[src/rtl/na_pkg.sv]
package na_pkg;
  parameter int NA_NIB_W   = 4;
  parameter int NA_DELIM_W = 16;
  parameter logic [NA_DELIM_W-1:0] NA_DELIM_DEF = 16'hB598;
endpackage

[src/rtl/na_pairer.sv]
module na_pairer #(
  parameter int NIB_W = 4,
  parameter int SR_W  = 23
) (
  input  logic            clk,
  input  logic            rst,
  input  logic            clr,
  input  logic [NIB_W-1:0] nib,
  output logic [SR_W-1:0] win,
  output logic            byte_evt
);
  localparam int HIST_W = SR_W - NIB_W;

  logic [HIST_W-1:0] hist_q;
  logic              phase_q;

  // newest bits at the low end; the nibble's bit 3 is the oldest of the four
  assign win      = {hist_q, nib};
  assign byte_evt = phase_q & ~clr;

  always_ff @(posedge clk) begin
    if (rst || clr) begin
      hist_q  <= '0;
      phase_q <= 1'b0;
    end else begin
      hist_q  <= win[HIST_W-1:0];
      phase_q <= ~phase_q;
    end
  end
endmodule

[src/rtl/na_matcher.sv]
module na_matcher #(
  parameter int BYTE_W  = 8,
  parameter int DELIM_W = 16,
  parameter int SR_W    = 23,
  parameter logic [DELIM_W-1:0] DELIM = 16'hB598,
  localparam int OFF_W  = $clog2(BYTE_W)
) (
  input  logic [SR_W-1:0]  win,
  output logic             hit,
  output logic [OFF_W-1:0] off
);
  logic [BYTE_W-1:0] cand;

  // one comparator per bit offset; offset k = delimiter ended k bits ago
  for (genvar g = 0; g < BYTE_W; g++) begin : g_cmp
    assign cand[g] = (win[g +: DELIM_W] == DELIM);
  end

  // the largest offset ended first in the bit stream, so it wins
  always_comb begin
    hit = 1'b0;
    off = '0;
    for (int k = 0; k < BYTE_W; k++) begin
      if (cand[k]) begin
        hit = 1'b1;
        off = OFF_W'(k);
      end
    end
  end
endmodule

[src/rtl/na_lock.sv]
module na_lock #(
  parameter int BYTE_W = 8,
  parameter int SR_W   = 23,
  localparam int OFF_W = $clog2(BYTE_W)
) (
  input  logic              clk,
  input  logic              rst,
  input  logic              clr,
  input  logic              byte_evt,
  input  logic [SR_W-1:0]   win,
  input  logic              hit,
  input  logic [OFF_W-1:0]  off,
  output logic [BYTE_W-1:0] byte_out,
  output logic              byte_vld,
  output logic              delim_hit,
  output logic              locked_q
);
  logic [OFF_W-1:0] off_q;

  always_ff @(posedge clk) begin
    if (rst || clr) begin
      locked_q  <= 1'b0;
      off_q     <= '0;
      byte_out  <= '0;
      byte_vld  <= 1'b0;
      delim_hit <= 1'b0;
    end else begin
      byte_vld  <= 1'b0;
      delim_hit <= 1'b0;
      if (byte_evt) begin
        if (locked_q) begin
          byte_vld <= 1'b1;
          byte_out <= win[off_q +: BYTE_W];
        end else if (hit) begin
          locked_q  <= 1'b1;
          off_q     <= off;
          delim_hit <= 1'b1;
        end
      end
    end
  end
endmodule

[src/rtl/nib_delim_align.sv]
module nib_delim_align
  import na_pkg::*;
#(
  parameter int NIB_W   = NA_NIB_W,
  parameter int DELIM_W = NA_DELIM_W,
  parameter logic [DELIM_W-1:0] DELIM = NA_DELIM_DEF
) (
  input  logic             clk,
  input  logic             rst,
  input  logic [NIB_W-1:0] nib_in,
  input  logic             burst_end,
  output logic [2*NIB_W-1:0] byte_out,
  output logic             byte_vld,
  output logic             delim_hit
);
  localparam int BYTE_W = 2 * NIB_W;
  localparam int SR_W   = DELIM_W + BYTE_W - 1;
  localparam int OFF_W  = $clog2(BYTE_W);

  logic [SR_W-1:0]  win;
  logic             byte_evt;
  logic             hit;
  logic [OFF_W-1:0] off;
  logic             lock_q;

  na_pairer #(.NIB_W(NIB_W), .SR_W(SR_W)) u_pair (
    .clk(clk), .rst(rst), .clr(burst_end), .nib(nib_in),
    .win(win), .byte_evt(byte_evt)
  );

  na_matcher #(.BYTE_W(BYTE_W), .DELIM_W(DELIM_W), .SR_W(SR_W), .DELIM(DELIM)) u_match (
    .win(win), .hit(hit), .off(off)
  );

  na_lock #(.BYTE_W(BYTE_W), .SR_W(SR_W)) u_lock (
    .clk(clk), .rst(rst), .clr(burst_end), .byte_evt(byte_evt),
    .win(win), .hit(hit), .off(off),
    .byte_out(byte_out), .byte_vld(byte_vld), .delim_hit(delim_hit),
    .locked_q(lock_q)
  );
endmodule

[config.mk]
export PLATFORM = sky130hd
export DESIGN_NAME = nib_delim_align
export DESIGN_NICKNAME = d
export VERILOG_FILES = /design/src/rtl/na_pkg.sv /design/src/rtl/na_pairer.sv /design/src/rtl/na_matcher.sv /design/src/rtl/na_lock.sv /design/src/rtl/nib_delim_align.sv
export SDC_FILE = /design/constraint.sdc
export NUM_CORES = 1
export LEC_CHECK = 0
export BUFFER_PORTS_ARGS = -buffer_cell sky130_fd_sc_hd__buf_2
export CAP_MARGIN = 15
export CORE_MARGIN = 3
export CORE_UTILIZATION = 50
export DETAILED_ROUTE_END_ITERATION = 7
export PLACE_DENSITY_LB_ADDON = 0.15
export SLEW_MARGIN = 20
export SYNTH_ARGS = -nofsm -noshare
export SYNTH_HDL_FRONTEND = slang
export SYNTH_SLANG_ARGS = --single-unit
[constraint.sdc]
create_clock -name clk -period 3.1 [get_ports clk]
set_input_delay 0.155 -clock clk [delete_from_list [all_inputs] [get_ports clk]]
set_output_delay 0.155 -clock clk [all_outputs]
set_load 0.01 [all_outputs]
Yosys cells after proc, flatten, opt, wreduce, memory -nomap -nowiden
Cells that the tools add are included.
Widths: inputs -> output; s select.
- flip-flop bits (word level): 34
- word-level logic and storage cells: 44
- equality and inequality tests: 8
- shifts and indexed selects: 1
- muxes and demuxes: 18
- bitwise operators: 5
- reduce and logical (&&, ||, !) cells: 5
- operator list (cell ; number):
    $eq 16x16->1 const B ; 8
    $shiftx 23x4->8 ; 1
    $mux 1 ; 12
    $mux 3 ; 4
    $mux 2 ; 2
    $not 1->1 ; 4
    $reduce_and 3->1 ; 1
    $reduce_or 3->1 ; 1
    $reduce_and 2->1 ; 1
    $reduce_or 2->1 ; 1
    $and 1x1->1 ; 1
    $logic_or 1x1->1 ; 1

Depth between registers and ports, before layout
Gate-level depths: netlist (run 1).
- depth in word-level cells: 11
- gate-level depth with buffers: 6
- depth with buffers taken out: 6

By module
Synthesis (run 1) repeated with hierarchy kept, for this count alone.
- cell total of the unflattened synthesis: 172
- area, all modules: 1909.3 sq um
- by module, submodules not included (module ; times used ; cells an instance ; area an instance (sq um) ; sequential area each (sq um)):
    na_lock ; 1 ; 79 ; 882.1 ; 280.3
    na_pairer ; 1 ; 49 ; 723.2 ; 400.4
    na_matcher ; 1 ; 44 ; 304.0 ; 0.0

Worst setup path before layout (run 1)
Ideal clock, no wire load.
- kind: reg2reg
- from: register u_pair.hist_q[7]
- to: register u_lock.off_q[0]
- setup time: 86 ps
- data arrival time: 1656 ps
- data required time: 3014 ps
- slack: 1359 ps
- cell stages (with the launch flop): 7
- path buffers: 0
- cell sequence: dfxtp_1 and4bb_1 nand2_1 or4_4 and4_4 a21o_1 a211oi_1
- word-level cells in the longest chain between the ends: 10
- elaborated cells between the ends (all ways): 24
- those cells by class: 8 x eq/ne; 15 x mux; 1 x reduce/logical
- ends and longest elaborated chain (item ; RTL line ; source):
    start: declaration ; na_pairer.sv:14 ; logic [HIST_W-1:0] hist_q;
    start signal: assignment ; na_pairer.sv:26 ; hist_q <= win[HIST_W-1:0];
    $eq 16x16->1 ; na_matcher.sv:16 ; assign cand[g] = (win[g +: DELIM_W] == DELIM);
    $mux 1 (8 in series) ; na_matcher.sv:24 ; if (cand[k]) begin
    $reduce_and 3->1 (no line) ; - ;
    end signal: assignment ; na_lock.sv:23 ; off_q <= '0;
    end signal: assignment ; na_lock.sv:36 ; off_q <= off;
    end: declaration ; na_lock.sv:18 ; logic [OFF_W-1:0] off_q;
Several ways; a longest one is shown, not always the timed one.
A chain may end at the register's enable or synchronous reset.

Worst setup path in the final report (run 1)
- from: register u_pair.hist_q[5]
- to: register u_lock.off_q[0]
The elaborated chain is that of the path after synthesis.

==> impl_metrics.py, run 1 <==
metrics = {
    "sta": {
        "post-route-period-util_pct": 64.1,
        "tns_ns": 0,
        "setup_ws_ns": 1.11,
        "max-slew-margin-rel_pct": 41.4,
        "rsz0062_at_grt": "no",
        "finClkSkew_ns": 0.00410,
        "finalSetupViolCount": 0,
        "fmax_ghz": 0.503,
        "worst_hold_slack_ns": 0.0438,
        "finalHoldViolCount": 0,
        "fin_crit_ns": 1.99,
        "maxSlewViolCount": 0,
        "worst_pin_slew_ns": 0.875,
    },
    "cts": {
        "post_cts_buffers": 0,
        "cts_tree": "done",
        "clk_pin_slew_worst_paths_ns": 0.09,
        "cts_resized": 0,
        "cts-root-buf": "clkbuf_4",
        "clock_latency_ns": 0.34,
        "htree_levels": 2,
        "cts_buffers": 5,
        "cts.path.max_buffers": 2,
        "cts_sinks": 34,
    },
    "floorplan": {
        "start_util_pct": 54.6,
        "die_x_um": 65.2,
        "core_sq_mm": 0.00320,
        "rows": 20,
        "dieArea_sq_mm": 0.00425,
        "fp.dieH_um": 65.2,
        "io_pins": 17,
    },
    "place": {
        "dp.cells": 226,
        "port_buffers": 16,
        "place_ws_ns": 1.14,
        "dp_hpwl_um": 2840,
        "gp_congestion": 0.973,
    },
    "global_route": {
        "track_usage_pct": 19.6,
        "antenna_found_initial": 0,
        "overflow": 0,
        "first_global_vias": 1419,
        "grt_pass1_wl_um": 6470,
        "grt_max_degree": 20,
    },
    "job": {
        "drv_cap": 0,
    },
    "final_layout": {
        "register_area_sq_um": 681,
        "final_net_count": 197,
        "syn2layout_area_growth_pct": 9.72,
        "fillerInstances": 300,
        "antennaDiodeCount": 0,
        "layout_commonest_cell": "dfxtp_1",
        "drive_above_1_share_pct": 21.5,
        "fin_util_pct": 60.0,
        "final_cell_mix": "dfxtp_1, and2_1, nor2_1, buf_2, mux2i_1",
        "finalNonFillerCells": 235,
        "multi_input_area_sq_mm": 0.00102,
    },
    "synth": {
        "synth-seq-cells": 34,
        "yosys_warnings": 0,
        "synth-seq-area-share_pct": 38.9,
        "synthesis.area_sq_mm": 0.00175,
        "synth_cells": 173,
        "syn_nets": 180,
        "yosysUniqueCellTypes": 40,
        "avgSynthCellArea_sq_um": 10.1,
    },
    "worst_setup_path": {
        "cp.arrival_ns": 2.24,
        "cp-end-kind": "register",
        "crit_type": "reg -> reg",
        "critPathMaxFanout": 8,
        "worstSetupStartpointType": "register",
        "path_cells": "and4bb_1, nand2_1, or4_4, and4_4, a21o_1, a211oi_1",
        "max_stage_delay_ns": 0.51,
        "critPathSlowestCell": "dfxtp_1",
        "crit_required_ns": 3.36,
    },
    "route": {
        "routed_wl_um": 3780,
        "route.vias.total": 1396,
        "wl_per_cell_um": 16.1,
        "drcViolationCount": 0,
        "drtPass1Iterations": 4,
        "drtAntennaViolNets": 0,
        "via_per_inst": 5.94,
        "drtIter0Drc": 74,
    },
    "hold_path": {
        "hold_class": "in -> reg",
    },
    "pwr": {
        "cellPowerDensity_mw_per_mm2": 382,
        "vdd_drop_max_mv": 0.246,
        "power.leakage_nw": 0.647,
    },
    "status": {
        "status": "complete, no violations",
    },
}
-- power by group --
group | switching (mW) | total, mW | internal (mW)
logic | 0.0189 | 0.0355 | 0.0166
clock network | 0.141 | 0.251 | 0.110
registers | 0.00690 | 0.447 | 0.441
total | 0.167 | 0.734 | 0.567
-- state kept, by name, indices dropped and copies added, names as in the netlist --
name              count
u_lock.byte_out       8
u_pair.hist_q        19
u_lock.off_q          3
u_lock.byte_vld       1
u_pair.phase_q        1
u_lock.locked_q       1
u_lock.delim_hit      1
-- synth_stat cells, drive strengths merged --
library cell | number | area [sq um]
dfxtp | 34 | 681
and2 | 20 | 126
nor2 | 16 | 60.1
mux2i | 13 | 130
a211oi | 12 | 90.1
mux4 | 8 | 180
nand4 | 7 | 43.8
nand2 | 6 | 22.5
nand3 | 6 | 30.0
clkbuf | 5 | 18.8
and4bb | 3 | 37.5
inv | 3 | 11.3
nand4b | 3 | 26.3
nor2b | 3 | 18.8
nor4bb | 3 | 30.0
a21oi | 2 | 10.0
a41oi | 2 | 17.5
and3 | 2 | 12.5
and4 | 2 | 21.3
and4b | 2 | 21.3
buf | 2 | 16.3
nand3b | 2 | 15.0
nor3 | 2 | 10.0
nor4b | 2 | 17.5
o21ai | 2 | 10.0
or2 | 2 | 12.5
or3 | 2 | 12.5
a21o | 1 | 7.51
and2b | 1 | 7.51
and3b | 1 | 10.0
nor3b | 1 | 12.5
o211a | 1 | 10.0
o311ai | 1 | 8.76
or4 | 1 | 11.3
-- cell families after synthesis --
logic type / after synthesis / share of synthesized area, %
buffers and inverters: 10 / 2.64
flip-flops: 34 / 38.9
multiplexers: 21 / 17.7
AO/OA/AOI/OAI: 21 / 8.79
AND/OR/NAND/NOR: 87 / 32.0
-- metal layers --
metal / wire length [um] / vias up / track usage (%)
li1: - / 689 / -
met4: 72 / 0 / 7.25
met3: 220 / 10 / 5.98
met2: 1750 / 38 / 31.6
met1: 1740 / 659 / 24.6
met5: 0 / - / 0
-- path summary, 6_finish.rpt --
| kind | startpoint | cells past startpoint | slack (ns) | end |
|---|---|---|---|---|
| max | u_pair.hist_q[5] | 6 | 1.11 | u_lock.off_q[0] |
| min | nib_in[0] | 2 | 0.04 | u_pair.hist_q[0] |
| max reg2reg | u_pair.hist_q[5] | 6 | 1.11 | u_lock.off_q[0] |
| min reg2reg | u_pair.phase_q | 1 | 0.42 | u_pair.phase_q |
-- cell type report --
| cell class | count | area share (%) |
|---|---|---|
| multi-input cells | 129 | 53.3 |
| flip-flops and latches | 34 | 35.4 |
| repair buffers | 17 | 4.69 |
| clock buffers | 7 | 2.87 |
| well taps | 44 | 2.87 |
| inverters | 3 | 0.586 |
| clock inverters | 1 | 0.261 |
-- critical path: cells and delay by family (launching register included) --
kind	cells	cell delay [ns]
AOI/OAI and AO/OA	2	0.39
and+or+nand+nor	4	1.01
DFF	1	0.51
-- stage by stage --
| step | total power [mW] | cell area [sq um] |
|---|---|---|
| after global routing | 0.776 | 1920 |
| after global placement | 0.491 | 1850 |
| after detailed placement | 0.492 | 1850 |
| after floorplan | 0.477 | 1750 |
| final | 0.734 | 1920 |
| after CTS | 0.743 | 1910 |
-- timing repair --
action | 4_1_cts | 5_1_grt
hold buffers | 0 | 1
endpoints found under the hold margin | 0 | 1
setup endpoints to repair | 0 | 0
Note: power is estimated with default switching activity, not from simulation.
==> run 2: changes to the inputs <==
--- a/config.mk
+++ b/config.mk
@@ -5,6 +5,7 @@
 export SDC_FILE = /design/constraint.sdc
 export NUM_CORES = 1
 export LEC_CHECK = 0
+export ABC_AREA = 1
 export BUFFER_PORTS_ARGS = -buffer_cell sky130_fd_sc_hd__buf_2
 export CAP_MARGIN = 15
 export CORE_MARGIN = 3
==> constraint.sdc (replaced) <==
create_clock -name clk -period 1.9 [get_ports clk]
set_input_delay 0.095 -clock clk [delete_from_list [all_inputs] [get_ports clk]]
set_output_delay 0.095 -clock clk [all_outputs]
set_load 0.01 [all_outputs]
==> run 2 against run 1 <==
Total power is 86% higher. Global-route usage is 5.8 points higher. Clock-buffer cell count is 1 lower. Routed wire length is 55% higher. Setup slack worse by 0.88 ns. Synthesized area is 20% higher. First-iteration DRC count is 110% higher. Hold slack better by 0.028 ns. Via count is 59% higher. Sequential power is 64% higher. Largest cell class unchanged.
==> impl_metrics.py, run 2 <==
metrics = {
    "cts": {
        "cts_tree": "done",
        "post_cts_buffers": 0,
        "htree_levels": 2,
        "cts-root-buf": "clkbuf_8",
        "clock_latency_ns": 0.29,
        "cts_sinks": 34,
        "clk_pin_slew_worst_paths_ns": 0.07,
        "cts.path.max_buffers": 2,
        "cts_buffers": 5,
    },
    "pwr": {
        "p_sw_share_pct": 24.4,
        "pwr-share-seq_pct": 53.5,
        "p_int_mw": 1.03,
        "power_switching_uw": 334,
        "pwr-share-comb_pct": 5.6,
        "clockPowerShare_pct": 40.9,
        "power.leakage_nw": 1.04,
        "cellPowerDensity_mw_per_mm2": 587,
        "vdd_drop_max_mv": 0.468,
    },
    "final_layout": {
        "antennaDiodeCount": 0,
        "top_register": "u_pair.hist_q",
        "reg_top3": "u_pair.hist_q (19), u_lock.byte_out (8), u_lock.off_q (3)",
        "layout_commonest_cell": "nand2_1",
        "finalNonFillerCells": 431,
        "final_cell_mix": "nand2_1, nor2_1, inv_1",
        "syn2layout_area_growth_pct": 10.7,
        "largest_reg_flops": 19,
        "drive_above_1_share_pct": 13.8,
        "fillerInstances": 420,
        "final_net_count": 389,
    },
    "floorplan": {
        "start_util_pct": 54.7,
        "fp.dieH_um": 70.9,
        "core_sq_mm": 0.00385,
        "rows": 22,
        "io_pins": 17,
        "dieArea_sq_mm": 0.00503,
        "die_x_um": 70.9,
    },
    "place": {
        "dp_hpwl_um": 4490,
        "dp.cells": 422,
        "port_buffers": 16,
        "gp_congestion": 0.973,
    },
    "synth": {
        "avgSynthCellArea_sq_um": 5.76,
        "synth-seq-area-share_pct": 32.3,
        "yosysTopAreaCellShare_pct": 32.3,
        "synth_commonest_cells": "nand2_1, nor2_1, inv_1",
        "async_reset_ff_share_pct": 0,
        "synth_edf_count": 0,
        "synthesis.area_sq_mm": 0.00211,
        "synth.area.top_cells": "dfxtp_1, nand2_1, nor2_1",
        "syn_nets": 373,
        "yosysUniqueCellTypes": 24,
        "yosysMostFrequentCell": "nand2_1",
        "yosysTopAreaCell": "dfxtp_1",
        "synth-seq-cells": 34,
        "synth_flop_cell": "dfxtp_1",
        "synth_cells": 366,
        "yosys_warnings": 0,
    },
    "route": {
        "drcViolationCount": 0,
        "wl_per_cell_um": 13.6,
        "route.vias.total": 2224,
        "routed_wl_um": 5870,
        "drtPass1Iterations": 4,
        "drtAntennaViolNets": 0,
        "via_per_inst": 5.16,
        "drtIter0Drc": 157,
    },
    "sta": {
        "finalSetupViolCount": 0,
        "maxSlewViolCount": 0,
        "worst_pin_slew_ns": 0.628,
        "finClkSkew_ns": 0.00754,
        "rsz0062_at_grt": "no",
        "max-slew-margin-rel_pct": 58.1,
        "finalHoldViolCount": 0,
        "fin_crit_ns": 1.67,
        "post-route-period-util_pct": 87.8,
        "fmax_ghz": 0.599,
        "tns_ns": 0,
    },
    "global_route": {
        "antenna_found_initial": 0,
        "grt_pass1_wl_um": 10300,
        "first_global_vias": 2167,
        "track_usage_pct": 25.4,
        "grt_max_degree": 26,
        "overflow": 0,
    },
    "worst_setup_path": {
        "cp-end-kind": "register",
        "cp.arrival_ns": 1.88,
        "crit_required_ns": 2.11,
        "critPathSlowestCell": "dfxtp_1",
        "max_stage_delay_ns": 0.52,
        "worstSetupStartpointType": "register",
        "path_cells": "inv_2, nor2_1, nand2_1, nor2_1, nand2_1, nand2_2, nor2_2, nand2_4, nand3_2, nand2_1, inv_1, nor2_1",
        "crit_type": "reg -> reg",
        "critPathMaxFanout": 6,
    },
    "status": {
        "status": "complete, no violations",
    },
    "hold_path": {
        "hold_class": "in -> reg",
    },
    "job": {
        "drv_cap": 0,
    },
}
-- run 2: path summary, 6_finish.rpt --
path | from | endpoint | slack [ns] | cells past startpoint
worst min register to register | u_pair.phase_q | u_pair.phase_q | 0.41 | 1
worst max-delay path | u_pair.hist_q[2] | u_lock.off_q[1] | 0.23 | 12
worst max register to register | u_pair.hist_q[2] | u_lock.off_q[1] | 0.23 | 12
worst min-delay path | nib_in[0] | u_pair.hist_q[0] | 0.07 | 3
-- run 2: through the flow --
step	power [mW]	cell area, sq um	utilization [%]	worst slack (ns)	hold WS, ns
floorplan	0.790	2110	-	0.597	0.167
detailed placement	0.821	2230	57.8	0.209	0.292
CTS	1.39	2330	60.5	0.165	0.0620
global placement	0.822	2230	57.8	0.245	0.294
global route	1.42	2330	60.5	0.0271	0.100
finish	1.37	2330	60.5	0.232	0.0715
-- run 2: power groups by stage --
| stage | sequential [mW] | clock, mW | combinational (mW) |
|---|---|---|---|
| 4_1_cts | 0.731 | 0.579 | 0.0761 |
| 5_1_grt | 0.733 | 0.598 | 0.0889 |
| 3_3_place_gp | 0.748 | 0 | 0.0735 |
| 3_5_place_dp | 0.748 | 0 | 0.0735 |
| 6_report | 0.732 | 0.559 | 0.0769 |
| 2_1_floorplan | 0.740 | 0 | 0.0491 |
-- run 2: final cells by class --
type / count / area (sq um) / share of cell area (%)
clock buffers: 6 / 82.6 / 3.54
clock inverters: 2 / 12.5 / 0.536
inverters: 49 / 184 / 7.89
multi-input cells: 270 / 1180 / 50.8
flip-flops and latches: 34 / 682 / 29.2
well taps: 48 / 60.1 / 2.58
repair buffers: 22 / 128 / 5.47
-- run 2: routing by layer --
| layer | track usage [%] | up-vias | share of wire, % |
|---|---|---|---|
| met4 | 6.89 | 0 | 1.5 |
| met1 | 36.7 | 989 | 49 |
| met2 | 38.5 | 71 | 42 |
| met3 | 5.11 | 9 | 7.4 |
| met5 | 0 | - | 0 |
| li1 | - | 1155 | - |
-- run 2: timing repair --
item | in CTS | in global routing
hold buffers | 1 | 0
setup endpoints to repair | 0 | 2
endpoints found under the hold margin | 2 | 0
resized for setup | 0 | 1
-- run 2: logic make-up after synthesis --
group                  share of synthesized area (%)
AOI/OAI and AO/OA                               9.38
DFF                                             32.3
and+or+nand+nor                                 46.8
buffers and inverters                           11.5
-- run 2: worst max-delay path: cells and delay by family (launching register included) --
family                 cells  cell delay, ns
buffers and inverters      2            0.18
AND/OR/NAND/NOR           10            0.88
flip-flops                 1            0.52
==> run 3: changes to the inputs <==
--- a/config.mk
+++ b/config.mk
@@ -8,7 +8,7 @@
 export ABC_AREA = 1
 export BUFFER_PORTS_ARGS = -buffer_cell sky130_fd_sc_hd__buf_2
 export CAP_MARGIN = 15
-export CORE_MARGIN = 3
+export CORE_MARGIN = 5
 export CORE_UTILIZATION = 50
 export DETAILED_ROUTE_END_ITERATION = 7
 export PLACE_DENSITY_LB_ADDON = 0.15
==> constraint.sdc (replaced) <==
create_clock -name clk -period 1.4 [get_ports clk]
set_input_delay 0.07 -clock clk [delete_from_list [all_inputs] [get_ports clk]]
set_output_delay 0.07 -clock clk [all_outputs]
set_load 0.01 [all_outputs]
==> run 3 against run 2 <==
The run now ends with setup timing left. Clock skew decreased by 0.0022 ns. Clock power is 39% higher. Fmax is 15% higher. Flip-flop and latch count stayed put. Non-clock buffer count is 40 higher. Setup slack got worse by 0.29 ns. Clock-buffer cell count unchanged. Hold slack got worse by 0.034 ns. First-iteration DRC count is 46% higher. Combinational power grew 83%. Via count increased by 6.7%. Utilization is 9.1 points higher. Critical path type unchanged.
==> impl_metrics.py, run 3 (synthesis gave the netlist of run 2 again) <==
metrics = {
    "status": {
        "status": "finished, violations left",
        "violations": "setup timing",
    },
    "global_route": {
        "grt_busiest_layer": "met2",
        "track_usage_pct": 24.2,
        "first_global_vias": 2127,
        "met2_usage_pct": 37.1,
        "overflow": 0,
        "grt_pass1_wl_um": 10200,
        "use_met1_pct": 33.9,
        "grt_max_degree": 26,
        "grtUsageMet3_pct": 4.81,
        "antenna_found_initial": 0,
    },
    "route": {
        "drcViolationCount": 0,
        "drtPass1Iterations": 5,
        "routed_wl_um": 6190,
        "route.vias.total": 2373,
        "drtAntennaViolNets": 0,
        "wl_per_cell_um": 13.1,
        "via_per_inst": 5.02,
        "drtIter0Drc": 230,
    },
    "final_layout": {
        "syn2layout_area_growth_pct": 33.2,
        "drive_above_1_share_pct": 30.7,
        "layout_commonest_cell": "nand2_1",
        "reg_top3": "u_pair.hist_q (19), u_lock.byte_out (8), u_lock.off_q (3)",
        "antennaDiodeCount": 0,
        "multi_input_area_sq_mm": 0.00129,
        "largest_reg_flops": 19,
        "register_area_sq_um": 713,
        "top_register": "u_pair.hist_q",
        "final_cell_mix": "nand2_1, nor2_1, buf_4",
        "final_net_count": 429,
        "fillerInstances": 368,
    },
    "sta": {
        "setup_ws_ns": -0.0547,
        "worst_hold_slack_ns": 0.0377,
        "finalHoldViolCount": 0,
        "worst_pin_slew_ns": 0.691,
        "rsz0062_at_grt": "yes",
        "max-slew-margin-rel_pct": 53.9,
        "post-route-period-util_pct": 104,
        "finClkSkew_ns": 0.00534,
        "fin_crit_ns": 1.45,
        "maxSlewViolCount": 0,
        "finalSetupViolCount": 3,
        "fmax_ghz": 0.687,
    },
    "pwr": {
        "cellPowerDensity_mw_per_mm2": 678,
        "power.leakage_nw": 1.27,
        "vdd_drop_max_mv": 0.625,
        "power_mw": 1.90,
    },
    "cts": {
        "clk_pin_slew_worst_paths_ns": 0.07,
        "cts.path.max_buffers": 2,
        "cts_tree": "done",
        "htree_levels": 2,
        "clock_latency_ns": 0.29,
        "cts_buffers": 5,
        "cts_sinks": 34,
        "cts-root-buf": "clkbuf_8",
    },
    "worst_setup_path": {
        "crit_top_cell": "nand2_1",
        "worstSetupStartpointType": "register",
        "critPathMaxFanout": 4,
        "cp.arrival_ns": 1.68,
        "crit_required_ns": 1.63,
        "path_cells": "inv_4, nor2_4, nand2_2, nor2_1, nand2_1, nand2_2, nor2_4, nand2_4, nand3_4, nand2_1, nand2_1, nor2_1",
        "max_stage_delay_ns": 0.40,
        "cp-end-kind": "register",
        "critPathSlowestCell": "dfxtp_4",
        "crit_type": "reg -> reg",
    },
    "place": {
        "dp_hpwl_um": 4660,
        "gp_congestion": 0.952,
        "port_buffers": 16,
    },
    "floorplan": {
        "core_sq_mm": 0.00403,
        "die_x_um": 74.9,
        "fp.dieH_um": 74.9,
        "rows": 23,
        "start_util_pct": 52.3,
        "dieArea_sq_mm": 0.00561,
        "io_pins": 17,
    },
    "job": {
        "drv_cap": 0,
    },
    "hold_path": {
        "hold_class": "in -> reg",
    },
}
[run 3: changes by cell type in the layout (fill, tap and decap cells not counted), moves of 5 or more]
cell / change
nor2_4: +8
nor2_1: -9
dfxtp_2: +7
dfxtp_4: +6
dfxtp_1: -13
nand2_1: -9
o21ai_1: +5
buf_4: +36
o21ai_0: -8
nand2_2: +9
[run 3: final cells by class]
type	instances	share of cell area, %
tap	50	2.23
timing repair buffer	62	16.1
sequential	34	25.4
multi-input combinational	270	46.1
inverter	49	6.82
clock inverter	2	0.446
clock buffer	6	2.94
[run 3: metal layers]
| metal | up-vias | routed length, um |
|---|---|---|
| li1 | 1241 | - |
| met1 | 1030 | 3020 |
| met2 | 89 | 2720 |
| met3 | 13 | 309 |
| met4 | 0 | 129 |
| met5 | - | 0 |
[run 3: through the flow]
| step | area (sq um) | setup slack (ns) | instances | util [%] | setup TNS [ns] |
|---|---|---|---|---|---|
| 6_report | 2810 | -0.0547 | 473 | 69.7 | -0.0918 |
| 5_1_grt | 2810 | -0.154 | 473 | 69.7 | -0.577 |
| 4_1_cts | 2750 | -0.0114 | 472 | 68.2 | -0.0114 |
| 3_5_place_dp | 2500 | -0.184 | 458 | 62.0 | -0.801 |
| 3_3_place_gp | 2500 | -0.149 | 458 | 62.0 | -0.578 |
| 2_1_floorplan | 2110 | 0.0968 | 366 | - | 0 |
[run 3: worst paths after layout]
path                                  startpoint               end  slack, ns  cells after the start
worst max-delay path            u_pair.hist_q[7]   u_lock.off_q[0]      -0.05                     12
worst min register to register    u_pair.phase_q    u_pair.phase_q       0.41                      1
worst max register to register  u_pair.hist_q[7]   u_lock.off_q[0]      -0.05                     12
worst min-delay path                   nib_in[0]  u_pair.hist_q[0]       0.04                      3
[run 3: repair_timing]
item,in CTS,in global routing
pin swaps,9,9
gates resized for setup,42,25
setup buffers,5,1
hold buffers,1,0
hold endpoints to repair,2,0
setup endpoints to repair,9,13
[run 3: critical path: cells and delay by family, from the launching register on]
family / cells / cell delay (ns)
buffers and inverters: 1 / 0.05
DFF: 1 / 0.40
and+or+nand+nor: 11 / 0.95
[run 3: report_power, final]
group | switching, mW | total (mW) | leakage [nW] | internal (mW)
sequential | 0.0152 | 0.983 | 0.283 | 0.968
combinational | 0.0838 | 0.141 | 0.939 | 0.0567
clock | 0.384 | 0.779 | 0.0472 | 0.395
total | 0.483 | 1.90 | 1.27 | 1.42
